<file path="src/rtl/isc_pkg.sv">
package isc_pkg;

    typedef enum logic [1:0] {
        FQ_EMPTY   = 2'd0,
        FQ_OPEN    = 2'd1,
        FQ_BLOCKED = 2'd2
    } fq_state_e;

    // Sum of two values clipped at a ceiling.
    function automatic int unsigned sat_add(input int unsigned a,
                                            input int unsigned b,
                                            input int unsigned ceil_v);
        int unsigned s;
        s = a + b;
        return (s > ceil_v) ? ceil_v : s;
    endfunction

endpackage

</file>
<file path="src/rtl/isc_cell_fifo.sv">
module isc_cell_fifo
    import isc_pkg::*;
#(
    parameter int LANES  = 4,
    parameter int CELL_W = 16,
    parameter int DEPTH  = 16,
    localparam int CNT_W = $clog2(DEPTH + 1),
    localparam int NUM_W = $clog2(LANES + 1)
) (
    input  logic                    clk,
    input  logic                    rst_n,
    input  logic [LANES-1:0]        push_valid,
    input  logic [LANES*CELL_W-1:0] push_cells,
    input  logic [NUM_W-1:0]        pop_num,
    output logic [LANES*CELL_W-1:0] head_cells,
    output logic [CNT_W-1:0]        fill,
    output logic                    accept
);

    localparam int PTR_W = (DEPTH > 1) ? $clog2(DEPTH) : 1;

    logic [CELL_W-1:0] mem [DEPTH];
    logic [PTR_W-1:0]  wr_q, rd_q;
    logic [CNT_W-1:0]  fill_q, fill_d;
    logic [NUM_W-1:0]  push_rank [LANES];
    logic [NUM_W-1:0]  push_num;
    fq_state_e         state_q, state_d;

    function automatic logic [PTR_W-1:0] wrap(input logic [PTR_W-1:0] p, input int k);
        int s;
        s = int'(p) + k;
        if (s >= DEPTH) s = s - DEPTH;
        return PTR_W'(s);
    endfunction

    function automatic fq_state_e classify(input logic [CNT_W-1:0] f);
        if (f == '0)                         return FQ_EMPTY;
        else if ((DEPTH - int'(f)) < LANES)  return FQ_BLOCKED;
        else                                 return FQ_OPEN;
    endfunction

    // Compact the valid lanes: each valid lane gets the count of valid lanes below it.
    always_comb begin
        int acc;
        acc = 0;
        for (int i = 0; i < LANES; i++) begin
            push_rank[i] = NUM_W'(acc);
            if (push_valid[i]) acc = acc + 1;
        end
        push_num = accept ? NUM_W'(acc) : '0;
    end

    assign fill_d = fill_q + CNT_W'(push_num) - CNT_W'(pop_num);

    // Next-state process
    always_comb begin
        unique case (state_q)
            FQ_EMPTY:   state_d = (push_num != '0) ? classify(fill_d) : FQ_EMPTY;
            FQ_OPEN:    state_d = classify(fill_d);
            FQ_BLOCKED: state_d = classify(fill_d);
            default:    state_d = FQ_EMPTY;
        endcase
    end

    // State register
    always_ff @(posedge clk) begin
        if (!rst_n) state_q <= FQ_EMPTY;
        else        state_q <= state_d;
    end

    // Output process
    always_comb begin
        unique case (state_q)
            FQ_EMPTY:   accept = 1'b1;
            FQ_OPEN:    accept = 1'b1;
            FQ_BLOCKED: accept = 1'b0;
            default:    accept = 1'b0;
        endcase
    end

    always_ff @(posedge clk) begin
        if (!rst_n) begin
            wr_q   <= '0;
            rd_q   <= '0;
            fill_q <= '0;
        end else begin
            wr_q   <= wrap(wr_q, int'(push_num));
            rd_q   <= wrap(rd_q, int'(pop_num));
            fill_q <= fill_d;
        end
    end

    always_ff @(posedge clk) begin
        for (int i = 0; i < LANES; i++) begin
            if (accept && push_valid[i])
                mem[wrap(wr_q, int'(push_rank[i]))] <= push_cells[i*CELL_W +: CELL_W];
        end
    end

    always_comb begin
        for (int k = 0; k < LANES; k++)
            head_cells[k*CELL_W +: CELL_W] = mem[wrap(rd_q, k)];
    end

    assign fill = fill_q;

    assert_no_overflow_R3: assert property (@(posedge clk) disable iff (!rst_n)
        fill_q <= CNT_W'(DEPTH))
        else $error("queue fill above depth");

    assert_pop_within_fill_R4: assert property (@(posedge clk) disable iff (!rst_n)
        CNT_W'(pop_num) <= fill_q)
        else $error("more cells popped than stored");

    assert_blocked_means_tight_R3: assert property (@(posedge clk) disable iff (!rst_n)
        (state_q == FQ_BLOCKED) |-> ((DEPTH - int'(fill_q)) < LANES))
        else $error("blocked with room for a full lane set");

endmodule

</file>
<file path="src/rtl/isc_lane_assign.sv">
module isc_lane_assign #(
    parameter int LANES = 4,
    parameter int CNT_W = 5,
    localparam int RANK_W = (LANES > 1) ? $clog2(LANES) : 1,
    localparam int NUM_W  = $clog2(LANES + 1)
) (
    input  logic [LANES-1:0]        buf_empty,
    input  logic [CNT_W-1:0]        fill,
    output logic [LANES-1:0]        lane_go,
    output logic [LANES*RANK_W-1:0] lane_rank,
    output logic [NUM_W-1:0]        go_num
);

    // Ascending scan: empty buffer i takes the oldest cell not yet handed out.
    always_comb begin
        int seen;
        seen = 0;
        for (int i = 0; i < LANES; i++) begin
            lane_rank[i*RANK_W +: RANK_W] = RANK_W'((seen < LANES) ? seen : LANES - 1);
            lane_go[i] = buf_empty[i] && (seen < int'(fill));
            if (lane_go[i]) seen = seen + 1;
        end
        go_num = NUM_W'(seen);
    end

endmodule

</file>
<file path="src/rtl/isc_tag_gen.sv">
module isc_tag_gen
    import isc_pkg::*;
#(
    parameter int NUM_CTRL   = 3,
    parameter int LANES      = 4,
    parameter int SEQ_LEVELS = 12,
    parameter int CTRL_IDX   = 0,
    localparam int PRI_W = (NUM_CTRL > 1) ? $clog2(NUM_CTRL) : 1,
    localparam int SEQ_W = (SEQ_LEVELS > 1) ? $clog2(SEQ_LEVELS) : 1,
    localparam int NUM_W = $clog2(LANES + 1)
) (
    input  logic             clk,
    input  logic             rst_n,
    input  logic             slot_start,
    input  logic [NUM_W-1:0] go_num,
    output logic [PRI_W-1:0] port_pri,
    output logic [SEQ_W-1:0] seq_base
);

    localparam int SEQ_TOP = SEQ_LEVELS - 1;

    logic [PRI_W-1:0] pri_q, pri_d;
    logic [SEQ_W-1:0] seq_q, seq_d;
    logic             restart;

    // The slot that just ended had top priority: every buffered cell was cleared.
    assign restart  = slot_start && (pri_q == '0);
    assign seq_base = restart ? '0 : seq_q;
    assign seq_d    = SEQ_W'(sat_add(int'(seq_base), int'(go_num), SEQ_TOP));

    always_comb begin
        pri_d = pri_q;
        if (slot_start)
            pri_d = (pri_q == '0) ? PRI_W'(NUM_CTRL - 1) : pri_q - 1'b1;
    end

    always_ff @(posedge clk) begin
        if (!rst_n) begin
            pri_q <= PRI_W'(CTRL_IDX % NUM_CTRL);
            seq_q <= '0;
        end else begin
            pri_q <= pri_d;
            seq_q <= seq_d;
        end
    end

    assign port_pri = pri_q;

    assert_pri_in_range_R6: assert property (@(posedge clk) disable iff (!rst_n)
        int'(pri_q) < NUM_CTRL)
        else $error("port priority out of range");

    assert_pri_held_R6: assert property (@(posedge clk) disable iff (!rst_n)
        !slot_start |=> $stable(pri_q))
        else $error("port priority moved without a slot boundary");

    assert_seq_cap_R9: assert property (@(posedge clk) disable iff (!rst_n)
        int'(seq_q) <= SEQ_TOP)
        else $error("sequence base above ceiling");

    assert_seq_nondecreasing_R5: assert property (@(posedge clk) disable iff (!rst_n)
        !slot_start |=> (seq_q >= $past(seq_q)))
        else $error("sequence base went backwards inside a slot");

endmodule

</file>
<file path="src/rtl/isc_dispatcher.sv">
module isc_dispatcher
    import isc_pkg::*;
#(
    parameter int NUM_CTRL   = 3,
    parameter int LANES      = 4,
    parameter int CELL_W     = 16,
    parameter int FIFO_DEPTH = 16,
    parameter int SEQ_LEVELS = NUM_CTRL * LANES,
    parameter int CTRL_IDX   = 0,
    localparam int PRI_W = (NUM_CTRL > 1) ? $clog2(NUM_CTRL) : 1,
    localparam int SEQ_W = (SEQ_LEVELS > 1) ? $clog2(SEQ_LEVELS) : 1
) (
    input  logic                    clk,
    input  logic                    rst_n,
    input  logic                    slot_start,
    input  logic [LANES-1:0]        in_valid,
    input  logic [LANES*CELL_W-1:0] in_cells,
    output logic                    in_ready,
    input  logic [LANES-1:0]        buf_empty,
    output logic [LANES-1:0]        out_valid,
    output logic [LANES*CELL_W-1:0] out_cells,
    output logic [LANES*SEQ_W-1:0]  out_seq,
    output logic [PRI_W-1:0]        port_pri
);

    localparam int CNT_W  = $clog2(FIFO_DEPTH + 1);
    localparam int NUM_W  = $clog2(LANES + 1);
    localparam int RANK_W = (LANES > 1) ? $clog2(LANES) : 1;

    logic [LANES*CELL_W-1:0] head_cells;
    logic [CNT_W-1:0]        fill;
    logic [LANES-1:0]        lane_go;
    logic [LANES*RANK_W-1:0] lane_rank;
    logic [NUM_W-1:0]        go_num;
    logic [SEQ_W-1:0]        seq_base;

    isc_cell_fifo #(
        .LANES (LANES),
        .CELL_W(CELL_W),
        .DEPTH (FIFO_DEPTH)
    ) u_fifo (
        .clk       (clk),
        .rst_n     (rst_n),
        .push_valid(in_valid),
        .push_cells(in_cells),
        .pop_num   (go_num),
        .head_cells(head_cells),
        .fill      (fill),
        .accept    (in_ready)
    );

    isc_lane_assign #(
        .LANES(LANES),
        .CNT_W(CNT_W)
    ) u_assign (
        .buf_empty(buf_empty),
        .fill     (fill),
        .lane_go  (lane_go),
        .lane_rank(lane_rank),
        .go_num   (go_num)
    );

    isc_tag_gen #(
        .NUM_CTRL  (NUM_CTRL),
        .LANES     (LANES),
        .SEQ_LEVELS(SEQ_LEVELS),
        .CTRL_IDX  (CTRL_IDX)
    ) u_tags (
        .clk       (clk),
        .rst_n     (rst_n),
        .slot_start(slot_start),
        .go_num    (go_num),
        .port_pri  (port_pri),
        .seq_base  (seq_base)
    );

    // Per-lane steering of the queue head and tag numbering.
    for (genvar g = 0; g < LANES; g++) begin : g_lane
        logic [RANK_W-1:0] rank;
        assign rank = lane_rank[g*RANK_W +: RANK_W];
        assign out_valid[g] = lane_go[g];
        assign out_cells[g*CELL_W +: CELL_W] =
            lane_go[g] ? head_cells[int'(rank)*CELL_W +: CELL_W] : '0;
        assign out_seq[g*SEQ_W +: SEQ_W] =
            lane_go[g] ? SEQ_W'(sat_add(int'(seq_base), int'(rank), SEQ_LEVELS - 1)) : '0;
    end

    always_ff @(posedge clk) begin
        if (rst_n) begin
            for (int i = 0; i < LANES; i++) begin
                assert_go_only_on_empty_R4: assert (!(out_valid[i] && !buf_empty[i]))
                    else $error("dispatch into occupied buffer %0d", i);
                for (int j = i + 1; j < LANES; j++) begin
                    if (out_valid[i] && out_valid[j]) begin
                        assert_seq_ascending_R5: assert (out_seq[i*SEQ_W +: SEQ_W] <= out_seq[j*SEQ_W +: SEQ_W])
                            else $error("tags not ascending over lanes %0d,%0d", i, j);
                    end
                end
            end
        end
    end

    assert_blocked_no_growth_R3: assert property (@(posedge clk) disable iff (!rst_n)
        !in_ready |=> (fill <= $past(fill)))
        else $error("queue grew while ingress was held off");

endmodule

</file>
<file path="config.mk">
export PLATFORM = sky130hd
export DESIGN_NAME = isc_dispatcher
export DESIGN_NICKNAME = d
export VERILOG_FILES = /design/src/rtl/isc_pkg.sv /design/src/rtl/isc_cell_fifo.sv /design/src/rtl/isc_lane_assign.sv /design/src/rtl/isc_tag_gen.sv /design/src/rtl/isc_dispatcher.sv
export SDC_FILE = /design/constraint.sdc
export NUM_CORES = 2
export LEC_CHECK = 0
export BUFFER_PORTS_ARGS = -buffer_cell sky130_fd_sc_hd__buf_2
export CORE_AREA = 2 2 239 241
export DETAILED_ROUTE_END_ITERATION = 8
export DIE_AREA = 0 0 241 243
export PLACE_DENSITY = 0.72
export SETUP_SLACK_MARGIN = 0.4
export SYNTH_ARGS = -nofsm -noshare
export SYNTH_HDL_FRONTEND = slang
export SYNTH_HIERARCHICAL = 1
export SYNTH_SLANG_ARGS = --single-unit
</file>
<file path="constraint.sdc">
create_clock -name clk -period 18.5 [get_ports clk]
set_clock_uncertainty 0.05 [all_clocks]
set_input_delay 2.775 -clock clk [delete_from_list [all_inputs] [get_ports clk]]
set_output_delay 2.775 -clock clk [all_outputs]
set_load 0.1 [all_outputs]
</file>
==> reports/results.ini <==
[timing]
layout_setup_ws_ns=7.77
max_freq_ghz=0.0932
post-route-min-period_ns=10.73
fin_crit_sh_pct=58.0
grt_setup_unrepaired=false
tightest_slew_ns=1.53
slew_headroom_pct=-2.26
setup_viol=0
fin_tns_setup_ns=0
finalMaxSlewViolations=18
hold_viol_final=0

[setup_path]
r2r-start=u_fifo/fill[2]$_SDFF_PN0_
r2r-end=u_fifo/state_q[0]$_SDFF_PN0_
endpoint_kind=output pin
worstPathCellList=buf_2 -> nor2b_1 -> o31ai_1 -> inv_1 -> ha_1 -> buf_4 -> xor2_1 -> o2bb2ai_1 -> a21boi_2 -> fa_1 -> buf_4 -> nand2b_1 -> a211oi_1 -> o21ai_1 -> inv_1 -> nor4bb_1 -> mux2i_1 -> nand2_1 -> buf_2
slowest_stage=inv_1
critPathRequiredTime_ns=15.68
critical_path.max_stage_delay_ns=0.62
r2r_cells=26
worst_setup_path_start_kind=primary input
crit_fanout=29
crit_type=in2out
arrival_ns=7.91
reg2reg_setup_slack_ns=10.89

[clocking]
ctsHoldBuffers=0
clock_latency_ns=0.58
clkTransAtPathRegs_ns=0.05
cts_made_buffers=35
clk_path_buf_depth=3
post_cts.repair.setup_buffers=0
cts_root_buffer=clkbuf_16
cts_sinks=277
cts_tree=yes
post_cts_resized=0
htree_levels=2

[floorplanning]
core_region_area_mm2=0.0560
die_h_um=243
initial_core_util_pct=54.4
std_cell_rows=87
die_x_um=241
io_pins=162
die-area_mm2=0.0586

[final_layout]
utilization_pct=58.5
seq_area_mm2=0.00812
fill_cells=4667
area_delta_synth_final_pct=7.53
final_common_cell=mux2i_1
final_net_count=2924
drive_above_1_share_pct=26.1
layout_common_cells=mux2i_1 (363), mux4_2 (296), edfxtp_1 (256)
multiInputGateArea_mm2=0.0208

[status]
violations=DRC, capacitance limit, slew limit
status=finished with violations

[power]
leakage_nw=12.0
power.share.clock_pct=9.9
pwr-share-seq_pct=15.7
sw_frac_of_total_pct=54.7
max-vdd-ir-drop_mv=0.271
switching_power_w=0.00378
power_density_mw_per_mm2=211
p_comb_share_pct=74.4
power.internal_w=0.00312

[logic_synthesis]
yosys_warnings=6
synth_cells=2844
yosysSeqAreaShare_pct=26.6
syn_area_mm2=0.0304
ys_seq_elements=277
avgSynthCellArea_um2=10.7
synth_edf_count=256
ys.flop_type=edfxtp_1
yosysUniqueCellTypes=89
postSynth.asyncResetShare_pct=0

[detailed_routing]
drc=19
vias=28299
ant_nets=0
dr.pass1.iters=9
drt_iter0_markers=5622
routed_wirelength_mm=130
routed_via_density=7.93
avgRoutedWirePerCell_um=36.5

[global_routing]
antenna_found_initial=8
grt_max_degree=67
grt_first_pass_wirelength_mm=186
first_global_vias=26368
grt_overflow=0
grtUsageTotal_pct=44.0

[placement]
pre_cts_slack_ns=7.81
port_buffers=161
gp_congestion=1.01
hpwl_mm=87.6

[worst_hold_path]
hold_end=u_tags/port_pri[1]$_SDFFE_PN0P_
min_path_type=reg2reg
hp-start=u_tags/port_pri[1]$_SDFFE_PN0P_
holdPathStages=2

[run]
drv_cap=1

-- sequential cells by signal, indices dropped and copies added (netlist names) --
name,count
u_fifo/mem,256
u_fifo/fill,5
u_fifo/rd_q,4
u_fifo/wr_q,4
u_tags/seq_q,4
u_fifo/state_q,2
u_tags/port_pri,2
-- through the flow --
step	instances	hold WS (ns)	total power (W)	area, um2
after floorplan	2846	0.512	0.00481	30500
after global placement	3507	0.448	0.00590	31600
after detailed placement	3507	0.459	0.00606	31600
after CTS	3566	0.464	0.00674	32700
after global routing	3567	0.538	0.00708	32700
final	3568	0.463	0.00690	32700
-- cell usage after synthesis (20+ instances only) --
cell type  instances  share of area (%)
nor2_1           234                2.9
o31ai_1           75                1.8
buf_1             38               0.47
nor3_1           137                2.3
a211oi_2          40                1.6
mux4_2           296                 22
clkbuf_1         203                2.5
a21oi_1          178                2.9
a211oi_1         172                4.2
edfxtp_1         256                 25
nand2_1          105                1.3
buf_2             90                1.5
mux2i_1          364                 12
ha_1              48                2.0
inv_1             47               0.58
mux4_1            24                2.1
dfxtp_1           21                1.4
nand3_1           20               0.33
and2_1            86                1.8
a211o_1           45                1.3
o21ai_0           35               0.58
nor3b_1           56                1.4
nor2b_1           31               0.64
-- critical path, delay by kind of cell --
family	cells	cell delay (ns)
adders and majority gates	2	0.70
xor gates and xnor gates	1	0.24
AOI/OAI and AO/OA	5	0.95
and+or+nand+nor	4	0.85
buffers and inverters	6	2.23
muxes	1	0.15
-- cells by family (layout without fill, tap and decap cells) --
group	count (synthesis)	in the layout	synth area share, %
and+or+nand+nor	742	742	12.5
muxes	687	687	36.1
AOI/OAI and AO/OA	644	644	15.2
buffers and inverters	409	373	6.07
DFF	277	277	26.6
adders and majority gates	61	61	2.83
xor gates and xnor gates	23	23	0.736
other	1	5	0.0123
-- per-layer routing --
metal / share of wire (%) / routed length [um] / GRT usage, % / up-vias
li1: - / - / - / 11069
met1: 34 / 44500 / 56.4 / 13601
met2: 40 / 51700 / 59.9 / 2974
met3: 19 / 24100 / 22.6 / 651
met4: 7.5 / 9750 / 23.2 / 4
met5: 0.082 / 107 / 0 / -
-- power by group through the flow --
stage / clock, W / sequential, W / combinational [W]
detailed placement: 0 / 0.00109 / 0.00497
global placement: 0 / 0.00107 / 0.00483
CTS: 0.000680 / 0.00107 / 0.00498
floorplan: 0 / 0.00101 / 0.00380
finish: 0.000682 / 0.00109 / 0.00513
global route: 0.000703 / 0.00110 / 0.00528
-- worst max path at each step --
stage	from	to	slack, ns
after global routing	buf_empty[0]	out_seq[13]	7.33
after CTS	buf_empty[0]	out_seq[12]	7.81
after detailed placement	buf_empty[0]	out_seq[12]	7.81
after floorplan	buf_empty[0]	out_seq[15]	4.76
final	buf_empty[0]	out_seq[12]	7.77
after global placement	buf_empty[0]	out_seq[12]	8.04
-- cell type report --
class,instances,area share (%)
repair buffers,266,4.87
well taps,756,2.89
inverters,48,0.550
diodes,2,0.0153
multi-input cells,2160,63.5
clock inverters,18,0.619
clock buffers,41,2.74
flip-flops and latches,277,24.8
No activity file was read; power rests on OpenSTA's default activity.
